`src/rtl/sarx_pkg.sv`:
```
// Package for the serial audio receiver.
// Holds the line indices of the synchronizer bundle, the channel type, and
// the rule that maps a word-select edge to the channel slot it closes.
package sarx_pkg;

    localparam int SARX_LINE_BCLK  = 0;
    localparam int SARX_LINE_WS    = 1;
    localparam int SARX_LINE_DATA  = 2;
    localparam int SARX_NUM_LINES  = 3;
    localparam int SARX_NUM_CH     = 2;

    typedef enum logic {
        CH_LEFT  = 1'b0,
        CH_RIGHT = 1'b1
    } sarx_chan_e;

    // Right-justified: the slot with word select high is left, so a falling edge closes left.
    // I2S: the slot with word select low is left, so a rising edge closes left.
    function automatic sarx_chan_e sarx_closing_chan(input logic fmt_i2s, input logic ws_new);
        return (ws_new == fmt_i2s) ? CH_LEFT : CH_RIGHT;
    endfunction

endpackage

```
`src/rtl/sarx_sync.sv`:
```
// Multi-line synchronizer.
// Passes each asynchronous line through STAGES flip-flops clocked by clk.
// Assumes every line is slow compared with clk: each level lasts at least
// two clk periods, so edge detection after this block misses no edge.
// All lines have the same latency, so data keeps its alignment with the bit clock.
module sarx_sync #(
    parameter int WIDTH  = 3,
    parameter int STAGES = 2
) (
    input  logic             clk,
    input  logic             rst_n,
    input  logic [WIDTH-1:0] async_i,
    output logic [WIDTH-1:0] sync_o
);

    generate
        for (genvar li = 0; li < WIDTH; li++) begin : g_line
            logic [STAGES-1:0] chain;

            // Shift the raw level through the synchronizer chain.
            always_ff @(posedge clk) begin
                if (!rst_n) chain <= '0;
                else        chain <= {chain[STAGES-2:0], async_i[li]};
            end

            assign sync_o[li] = chain[STAGES-1];
        end
    endgenerate

endmodule

```
`src/rtl/sarx_deser.sv`:
```
// Serial-to-parallel shifter with a slot bit counter.
// Finds rising edges of the synchronized bit clock and shifts data in.
// In right-justified mode it shifts on every edge, so only the newest
// WORD_W bits remain. In I2S mode it shifts only slot bit indices 1..WORD_W.
// The counter restarts on each word-select edge and saturates one bit past
// the word. Assumes that no bit-clock rise falls in the same cycle as a
// word-select edge.
module sarx_deser #(
    parameter int WORD_W = 18
) (
    input  logic              clk,
    input  logic              rst_n,
    input  logic              fmt_i2s,
    input  logic              bclk_s,
    input  logic              sdata_s,
    input  logic              ws_edge,
    output logic [WORD_W-1:0] word_o,
    output logic              slot_full_o
);

    localparam int CNT_MAX = WORD_W + 1;
    localparam int CNT_W   = $clog2(CNT_MAX + 1);
    localparam logic [CNT_W-1:0] CNT_TOP  = CNT_W'(CNT_MAX);
    localparam logic [CNT_W-1:0] LAST_IDX = CNT_W'(WORD_W);

    logic             bclk_d;
    logic             bit_rise;
    logic             in_window;
    logic [CNT_W-1:0] cnt;
    logic [WORD_W-1:0] shreg;

    assign bit_rise  = bclk_s & ~bclk_d;
    assign in_window = fmt_i2s ? ((cnt != '0) && (cnt <= LAST_IDX)) : 1'b1;

    // Remember the previous bit-clock level for rise detection.
    always_ff @(posedge clk) begin
        if (!rst_n) bclk_d <= 1'b0;
        else        bclk_d <= bclk_s;
    end

    // Count bit-clock rises since the last word-select edge, saturating.
    always_ff @(posedge clk) begin
        if (!rst_n)                           cnt <= '0;
        else if (ws_edge)                     cnt <= '0;
        else if (bit_rise && cnt != CNT_TOP)  cnt <= cnt + 1'b1;
    end

    // Shift one data bit in on each rise inside the capture window.
    always_ff @(posedge clk) begin
        if (!rst_n)
            shreg <= '0;
        else if (bit_rise && !ws_edge && in_window)
            shreg <= {shreg[WORD_W-2:0], sdata_s};
    end

    assign word_o      = shreg;
    assign slot_full_o = (cnt >= (fmt_i2s ? CNT_TOP : LAST_IDX));

    a_r4_cnt_bound: assert property (@(posedge clk) disable iff (!rst_n)
        cnt <= CNT_TOP)
        else $error("slot counter beyond saturation");

endmodule

```
`src/rtl/sarx_slot_ctl.sv`:
```
// Slot controller.
// Detects word-select edges and decides what the closing slot produces:
// a left word, a right word, or an incomplete-frame event. The first edge
// after reset only primes the controller, because the slot before it has
// no known start.
module sarx_slot_ctl (
    input  logic clk,
    input  logic rst_n,
    input  logic fmt_i2s,
    input  logic ws_s,
    input  logic slot_full,
    output logic ws_edge,
    output logic close_left,
    output logic close_right,
    output logic close_err
);
    import sarx_pkg::*;

    logic       ws_d;
    logic       primed;
    sarx_chan_e chan;

    assign ws_edge = ws_s ^ ws_d;
    assign chan    = sarx_closing_chan(fmt_i2s, ws_s);

    // Hold the previous word-select level for edge detection.
    always_ff @(posedge clk) begin
        if (!rst_n) ws_d <= 1'b0;
        else        ws_d <= ws_s;
    end

    // Become primed on the first word-select edge after reset.
    always_ff @(posedge clk) begin
        if (!rst_n)       primed <= 1'b0;
        else if (ws_edge) primed <= 1'b1;
    end

    assign close_left  = ws_edge & primed &  slot_full & (chan == CH_LEFT);
    assign close_right = ws_edge & primed &  slot_full & (chan == CH_RIGHT);
    assign close_err   = ws_edge & primed & ~slot_full;

    a_r8_primed_sticky: assert property (@(posedge clk) disable iff (!rst_n)
        primed |=> primed)
        else $error("primed flag dropped outside reset");

endmodule

```
`src/rtl/serial_audio_rx.sv`:
```
// Dual-format serial audio receiver, top level.
// Synchronizes the three serial lines, deserializes words in right-justified
// or I2S framing, and places each closed slot in its channel register with a
// one-cycle strobe. A slot that closes short pulses frame_err instead.
// Assumes that fmt_i2s changes only during reset, and that each half period
// of the bit clock lasts at least SYNC_STAGES + 1 clk periods.
module serial_audio_rx #(
    parameter int WORD_W      = 18,
    parameter int SYNC_STAGES = 2
) (
    input  logic              clk,
    input  logic              rst_n,
    input  logic              bclk_in,
    input  logic              wsel_in,
    input  logic              sdata_in,
    input  logic              fmt_i2s,
    output logic [WORD_W-1:0] left_word,
    output logic              left_valid,
    output logic [WORD_W-1:0] right_word,
    output logic              right_valid,
    output logic              frame_err
);
    import sarx_pkg::*;

    logic [SARX_NUM_LINES-1:0] raw_lines;
    logic [SARX_NUM_LINES-1:0] sync_lines;
    logic [WORD_W-1:0]         shift_word;
    logic                      slot_full;
    logic                      ws_edge;
    logic                      close_left;
    logic                      close_right;
    logic                      close_err;
    logic [SARX_NUM_CH-1:0]    take;
    logic [WORD_W-1:0]         word_q  [SARX_NUM_CH];
    logic [SARX_NUM_CH-1:0]    valid_q;
    logic                      err_q;

    assign raw_lines[SARX_LINE_BCLK] = bclk_in;
    assign raw_lines[SARX_LINE_WS]   = wsel_in;
    assign raw_lines[SARX_LINE_DATA] = sdata_in;

    sarx_sync #(
        .WIDTH  (SARX_NUM_LINES),
        .STAGES (SYNC_STAGES)
    ) u_sync (
        .clk     (clk),
        .rst_n   (rst_n),
        .async_i (raw_lines),
        .sync_o  (sync_lines)
    );

    sarx_deser #(
        .WORD_W (WORD_W)
    ) u_deser (
        .clk         (clk),
        .rst_n       (rst_n),
        .fmt_i2s     (fmt_i2s),
        .bclk_s      (sync_lines[SARX_LINE_BCLK]),
        .sdata_s     (sync_lines[SARX_LINE_DATA]),
        .ws_edge     (ws_edge),
        .word_o      (shift_word),
        .slot_full_o (slot_full)
    );

    sarx_slot_ctl u_ctl (
        .clk         (clk),
        .rst_n       (rst_n),
        .fmt_i2s     (fmt_i2s),
        .ws_s        (sync_lines[SARX_LINE_WS]),
        .slot_full   (slot_full),
        .ws_edge     (ws_edge),
        .close_left  (close_left),
        .close_right (close_right),
        .close_err   (close_err)
    );

    assign take[CH_LEFT]  = close_left;
    assign take[CH_RIGHT] = close_right;

    generate
        for (genvar ch = 0; ch < SARX_NUM_CH; ch++) begin : g_chan
            // Load the finished word into this channel register and strobe it.
            always_ff @(posedge clk) begin
                if (!rst_n) begin
                    word_q[ch]  <= '0;
                    valid_q[ch] <= 1'b0;
                end else begin
                    valid_q[ch] <= take[ch];
                    if (take[ch]) word_q[ch] <= shift_word;
                end
            end
        end
    endgenerate

    // Register the incomplete-frame pulse.
    always_ff @(posedge clk) begin
        if (!rst_n) err_q <= 1'b0;
        else        err_q <= close_err;
    end

    assign left_word   = word_q[CH_LEFT];
    assign right_word  = word_q[CH_RIGHT];
    assign left_valid  = valid_q[CH_LEFT];
    assign right_valid = valid_q[CH_RIGHT];
    assign frame_err   = err_q;

    a_r10_single_event: assert property (@(posedge clk) disable iff (!rst_n)
        $onehot0({left_valid, right_valid, frame_err}))
        else $error("more than one output event in a cycle");

    a_r5_left_pulse: assert property (@(posedge clk) disable iff (!rst_n)
        left_valid |=> !left_valid)
        else $error("left strobe longer than one cycle");

    a_r5_right_pulse: assert property (@(posedge clk) disable iff (!rst_n)
        right_valid |=> !right_valid)
        else $error("right strobe longer than one cycle");

    a_r6_left_hold: assert property (@(posedge clk) disable iff (!rst_n)
        !left_valid |-> $stable(left_word))
        else $error("left word changed without strobe");

    a_r6_right_hold: assert property (@(posedge clk) disable iff (!rst_n)
        !right_valid |-> $stable(right_word))
        else $error("right word changed without strobe");

    a_r7_err_keeps_words: assert property (@(posedge clk) disable iff (!rst_n)
        frame_err |=> ($stable(left_word) && $stable(right_word)))
        else $error("word changed after incomplete frame");

endmodule

```
`config.mk`:
```
export PLATFORM = sky130hd
export DESIGN_NAME = serial_audio_rx
export DESIGN_NICKNAME = d
export VERILOG_FILES = /design/src/rtl/sarx_pkg.sv /design/src/rtl/sarx_sync.sv /design/src/rtl/sarx_deser.sv /design/src/rtl/sarx_slot_ctl.sv /design/src/rtl/serial_audio_rx.sv
export SDC_FILE = /design/constraint.sdc
export NUM_CORES = 1
export LEC_CHECK = 0
export BUFFER_PORTS_ARGS = -buffer_cell sky130_fd_sc_hd__clkbuf_2
export CORE_ASPECT_RATIO = 1.2
export CORE_MARGIN = 5
export CORE_UTILIZATION = 55
export CTS_BUF_LIST = sky130_fd_sc_hd__clkbuf_4
export DETAILED_ROUTE_END_ITERATION = 6
export PLACE_DENSITY = 0.78
export SYNTH_ARGS = -nofsm -noshare
export SYNTH_HDL_FRONTEND = slang
export SYNTH_SLANG_ARGS = --single-unit
```
`constraint.sdc`:
```
create_clock -name clk -period 4.7 [get_ports clk]
set_input_delay 0.94 -clock clk [delete_from_list [all_inputs] [get_ports clk]]
set_output_delay 0.94 -clock clk [all_outputs]
set_load 0.03 [all_outputs]
```
# --- Word-level counts from Yosys, hierarchy flattened ---
# Memories as Yosys holds them, arrays and structs flattened.
# Index checks and enable logic that the tools add are counted.
classes:
  n_reduce_logical: 7
  n_addsub: 1
  eq_ne: 2
  magnitude_cmp: 2
  bitwise_logic: 12
  muxes: 12
op_table:
  columns: ["op", "count"]
  rows:
  - ["$mux 18", 2]
  - ["$mux 1", 10]
  - ["$and 1x1->1", 6]
  - ["$add 5x1->5 const B", 1]
  - ["$ge 5x5->1", 1]
  - ["$le 5x5->1 const B", 1]
  - ["$ne 5x5->1 const B", 1]
  - ["$reduce_bool 5->1", 1]
  - ["$logic_and 1x1->1", 4]
  - ["$not 1->1", 3]
  - ["$or 1x1->1", 2]
  - ["$reduce_or 2->1", 1]
  - ["$eq 1x1->1", 1]
  - ["$logic_not 1->1", 1]
  - ["$xor 1x1->1", 1]
word_totals:
  elab_cells: 48
  memories: 1
  in_bits: 6
  reg_bits: 35
  mem_bits_rw: 36
memory_table:
  columns: ["memory", "words", "width", "rd", "rd_ports_with_merged_regs", "write_ports", "line", "text"]
  rows:
  - ["word_q", 2, 18, 2, 0, 2, "serial_audio_rx.sv:34", "logic [WORD_W-1:0] word_q [SARX_NUM_CH];"]

# --- Logic depth before layout (Yosys ltp) ---
depth:
  ltp_word: 8
  ltp_mapped: 8
  ltp_nobuf: 6

# --- Hierarchy ---
# A second synthesis with hierarchy kept.
unflattened:
  hier_cells: 215
  hier_area_um2: 2783.9
modules_own_cells:
  columns: ["mod", "area_per_inst_um2", "instances", "seq_area_each_um2", "cells_each"]
  rows:
  - ["serial_audio_rx", 1451.4, 1, 1141.1, 88]
  - ["sarx_deser", 1029.7, 1, 480.5, 99]
  - ["sarx_sync", 180.2, 1, 120.1, 15]
  - ["sarx_slot_ctl", 122.6, 1, 40.0, 13]

# --- Least setup slack after synthesis ---
# OpenSTA, ideal clock, no wires.
synth_timing:
  kind: "input to register"
  start: "input port fmt_i2s"
  end: "memory word_q[0][0], enable pin"
  setup_ns: 0.418
  arrival_time_ns: 2.996
  stages: 5
  path_slack_ns: 1.286
  required_time_ns: 4.282
  n_path_buf: 0
  path_cell_list: "ha_1 > nor2b_1 > o21ai_0 > nand4_1 > o21ai_0"
synth_rtl:
  columns: ["element", "line", "text"]
  rows:
  - ["from (decl)", "serial_audio_rx.sv:16", "input logic fmt_i2s,"]
  - ["to (decl)", "serial_audio_rx.sv:34", null]

==> reports/summary.md <==
• 4870 µm² — area of the core
• 55.8% — initial cell density of the core
• 0 — count of endpoints failing hold in the final timing report
• 4.97 ns — required time at the worst-slack endpoint
• 2.76 ns — minimum clock period after layout
• in2reg — Critical Setup Path Class
• no — setup repair after global routing missed its margin
• input pin — Worst setup SP type
• 45 — number of top-level pins
• 65.5% — sequential area share after synthesis
• 87.0 µm — vertical die dimension
• 0 ns — Setup TNS Final
• 33 — number of unique standard cell types used by synthesis
• fmt_i2s — launching instance or port of the critical path
• 1.48 nW — total leakage power
• 0 — final setup vio count
• u_deser.cnt[0] — Worst R2R Start
• 3.93% — GR Layer Usage met3
• 64.4% — final cell utilization of the core
• 4 — number of iterations in the first detailed-routing pass
• 269 — final net count
• 3.03 ns — Arr. time, crit path
• 121 — starting DRC count in detailed routing
• 0 — residual overflow from global routing
• 2.12 ns — Reg2Reg Setup Slack
• 0.40 ns — insertion delay of the later-clocked pin in the worst-skew pair
• 3140 µm² — Final Cell Area
• 4.37 mm — overall routed net length
• edfxtp_1 (40%), dfxtp_1 (26%), mux2i_1 (7.0%) — most area-consuming cells after synthesis
• 0.10 ns — clock transition at the registers of the reported paths
• 7.51 mm — wire length of the first global-routing pass
• 17.2% — GR Util met1
• 1679 — via count
• u_sync.g_line[1].chain[0] — source of the worst hold timing path
• 28 — Placement Rows
• 0.785 — routability-driven placement congestion ratio
• 1 — worst path buffer plus inverter count
• 71 — Yosys reg bits
• 6 — R2R depth
• 12.9 µm² — Avg Inst Size Synth
• 26.5% — grt met2 use
• complete, no violations — result of the run
• word_q[1][17] — end point of the critical path
• 1.20 ns — slew at the pin closest to its max-slew limit
• simple AND/OR/NAND/NOR gates — kind of cell adding the most delay to the critical path
• 382 — number of fillers in the final layout
• 15.5% — total routing usage reported by global routing
• edfxtp_1 — largest area contributor in the synthesized netlist
• 0 — number of antenna cells inserted
• 0 — cts-stage hold buffer count
• edfxtp_1 — main flop type after synthesis
• 44 — buffers added on ports
• 371 nW/µm² — Power Dens Cells
• 15.4% — area delta synth->final
• register — CP Capture Type
• 36 — number of synthesized flops with an enable pin
• 6460 µm² — area of the die
• 2 — maximum clock insertion buffer count
• 221 — number of nets produced by synthesis
• 19.5% — normalized max-slew margin
• word_q[1][17] — critical register-to-register path endpoint
• 0% — async set or reset register ratio after synthesis
• 39.8% — area share of the largest cell type after synthesis
• 1.02 ns — Slowest Stage Delay on Critical Path
• nor4b_4 — slowest stage cell on the critical path
• 9 — CTS Buf Count
• 0 — max_cap viols
• 74.2 µm — Die W
• built — clock tree from TritonCTS
• 13.5 µm — routed wirelength normalized by instance count
• 0 — number of remaining DRC errors
• 0 — post-route ant nets
• clkbuf_2, ha_1, nor2b_1, o21ai_0, nor4b_4, and3_2 — Critical Path, Cell by Cell
• 1684 — via count of the first global-routing pass
• 252 µV — IR Drop Worst-Case VDD
• 0 — max-slew violation count
• 308 — Cell Count Post-Placement
• 28.4% — fraction of final layout cells sized beyond drive strength 1
• 36 — maximum fanout along the worst path
• 5.18 — via/cell ratio
• 2980 µm² — Placement Cell Area
• 3 — CTS H-Tree Depth
• met2 — most crowded layer after global routing
• 0 — synthesis warning total
• 0.0101 ns — final clock skew
• 0 — count of buffers added by post-CTS timing repair for setup
• 0 — Gates resized, CTS repair
• 71 — number of clock sinks
• 58.8% — fraction of the cycle the final worst path needs
• 2720 µm² — combined area of all synthesized cells
• 362 MHz — Fmax
• 0 — antenna violations before repair
• reg2reg — HP Class
• 6 — Levels on crit path
• 37 — pin count of the biggest net entering global routing
• 1.16 mW — Total Power
• clkbuf_4 — clock root buffer
• 3.10 mm — sum of net half-perimeters after detailed placement
• 211 — Post-Syn Instances
• 324 — non-filler cells in the finished layout
-- logic make-up (layout without fill, tap and decap cells) --
kind of cell | Yosys count | in the layout | synth area share, %
AO/OA/AOI/OAI | 9 | 9 | 2.03
XOR/XNOR | 6 | 6 | 2.21
buffers and inverters | 17 | 70 | 3.45
AND/OR/NAND/NOR | 85 | 85 | 17.9
adder cells (fa/ha/maj) | 4 | 4 | 1.84
flip-flops | 71 | 71 | 65.5
multiplexers | 19 | 19 | 6.99
-- layer usage --
layer / wire (µm) / vias up
li1: - / 850
met3: 260 / 7
met2: 2310 / 42
met5: 0 / -
met1: 1710 / 780
met4: 93 / 0
-- final cells by class --
| class | count | area (µm²) | area share [%] |
|---|---|---|---|
| Clock buffer | 10 | 75.1 | 2.39 |
| Clock inverter | 6 | 85.1 | 2.71 |
| Inverter | 5 | 18.8 | 0.598 |
| Multi-Input combinational cell | 123 | 843 | 26.9 |
| Sequential cell | 71 | 1780 | 56.8 |
| Tap cell | 60 | 75.1 | 2.39 |
| Timing Repair Buffer | 49 | 258 | 8.22 |
-- power breakdown --
part | internal [mW] | total [mW] | switching, mW | leakage [nW]
registers | 0.664 | 0.669 | 0.00562 | 0.651
clock network | 0.220 | 0.418 | 0.198 | 0.0840
logic | 0.0205 | 0.0758 | 0.0553 | 0.748
total | 0.904 | 1.16 | 0.259 | 1.48
-- stage by stage --
step                hold slack [ns]  setup slack [ns]
finish                        0.438              1.94
global route                  0.442              1.73
CTS                           0.440              1.94
detailed placement            0.426              1.51
global placement              0.418              1.59
floorplan                     0.412              1.29
-- registers in the layout, indices dropped and copies added, names as in the netlist --
register / cells
right_valid: 1
u_deser.cnt: 5
frame_err: 1
left_valid: 1
u_deser.bclk_d: 1
word_q: 36
u_sync.g_line.chain: 6
u_ctl.ws_d: 1
u_deser.word_o: 18
u_ctl.primed: 1
-- worst register-to-register path: stages (launching register included) --
cell and delay (ns):
dfxtp_1 0.40, inv_1 0.10, ha_1 0.28, nor2b_1 0.04
o21ai_0 0.29, nor4b_4 1.02, and3_2 0.33
-- how the worst min path moves through the flow --
stage	to	cells after the start
2_1_floorplan	u_sync.g_line[0].chain[1]	1
3_3_place_gp	u_sync.g_line[1].chain[1]	1
3_5_place_dp	u_sync.g_line[2].chain[1]	1
4_1_cts	u_sync.g_line[1].chain[1]	1
5_1_grt	u_sync.g_line[1].chain[1]	1
6_report	u_sync.g_line[1].chain[1]	1
-- cell usage after synthesis (2+ instances only) --
| cell type | n |
|---|---|
| mux2i_1 | 19 |
| clkbuf_1 | 7 |
| nor2b_1 | 2 |
| and3_1 | 30 |
| nand2_1 | 19 |
| nor2_1 | 8 |
| edfxtp_1 | 36 |
| and3_2 | 6 |
| xnor2_1 | 3 |
| buf_6 | 3 |
| nor3_1 | 2 |
| buf_4 | 2 |
| and2_1 | 7 |
| xor2_1 | 2 |
| inv_1 | 5 |
| o21ai_0 | 4 |
| ha_1 | 4 |
| dfxtp_1 | 35 |
| nand3_1 | 3 |
-- cells in the final DEF, fill, tap and decap left out, types with 2 or more instances in the layout --
cell / instances
nand3_1: 3
and3_2: 6
xnor2_1: 3
ha_1: 4
buf_4: 5
bufinv_16: 2
nor2_1: 8
clkbuf_2: 44
mux2i_1: 19
and2_1: 7
o21ai_0: 2
nand2_1: 19
inv_1: 5
nor3_1: 2
and3_1: 30
dfxtp_1: 35
edfxtp_1: 36
nor2b_1: 2
o21ai_1: 2
xor2_1: 2
clkbuf_4: 10
Power figures use the tool's default switching activity.
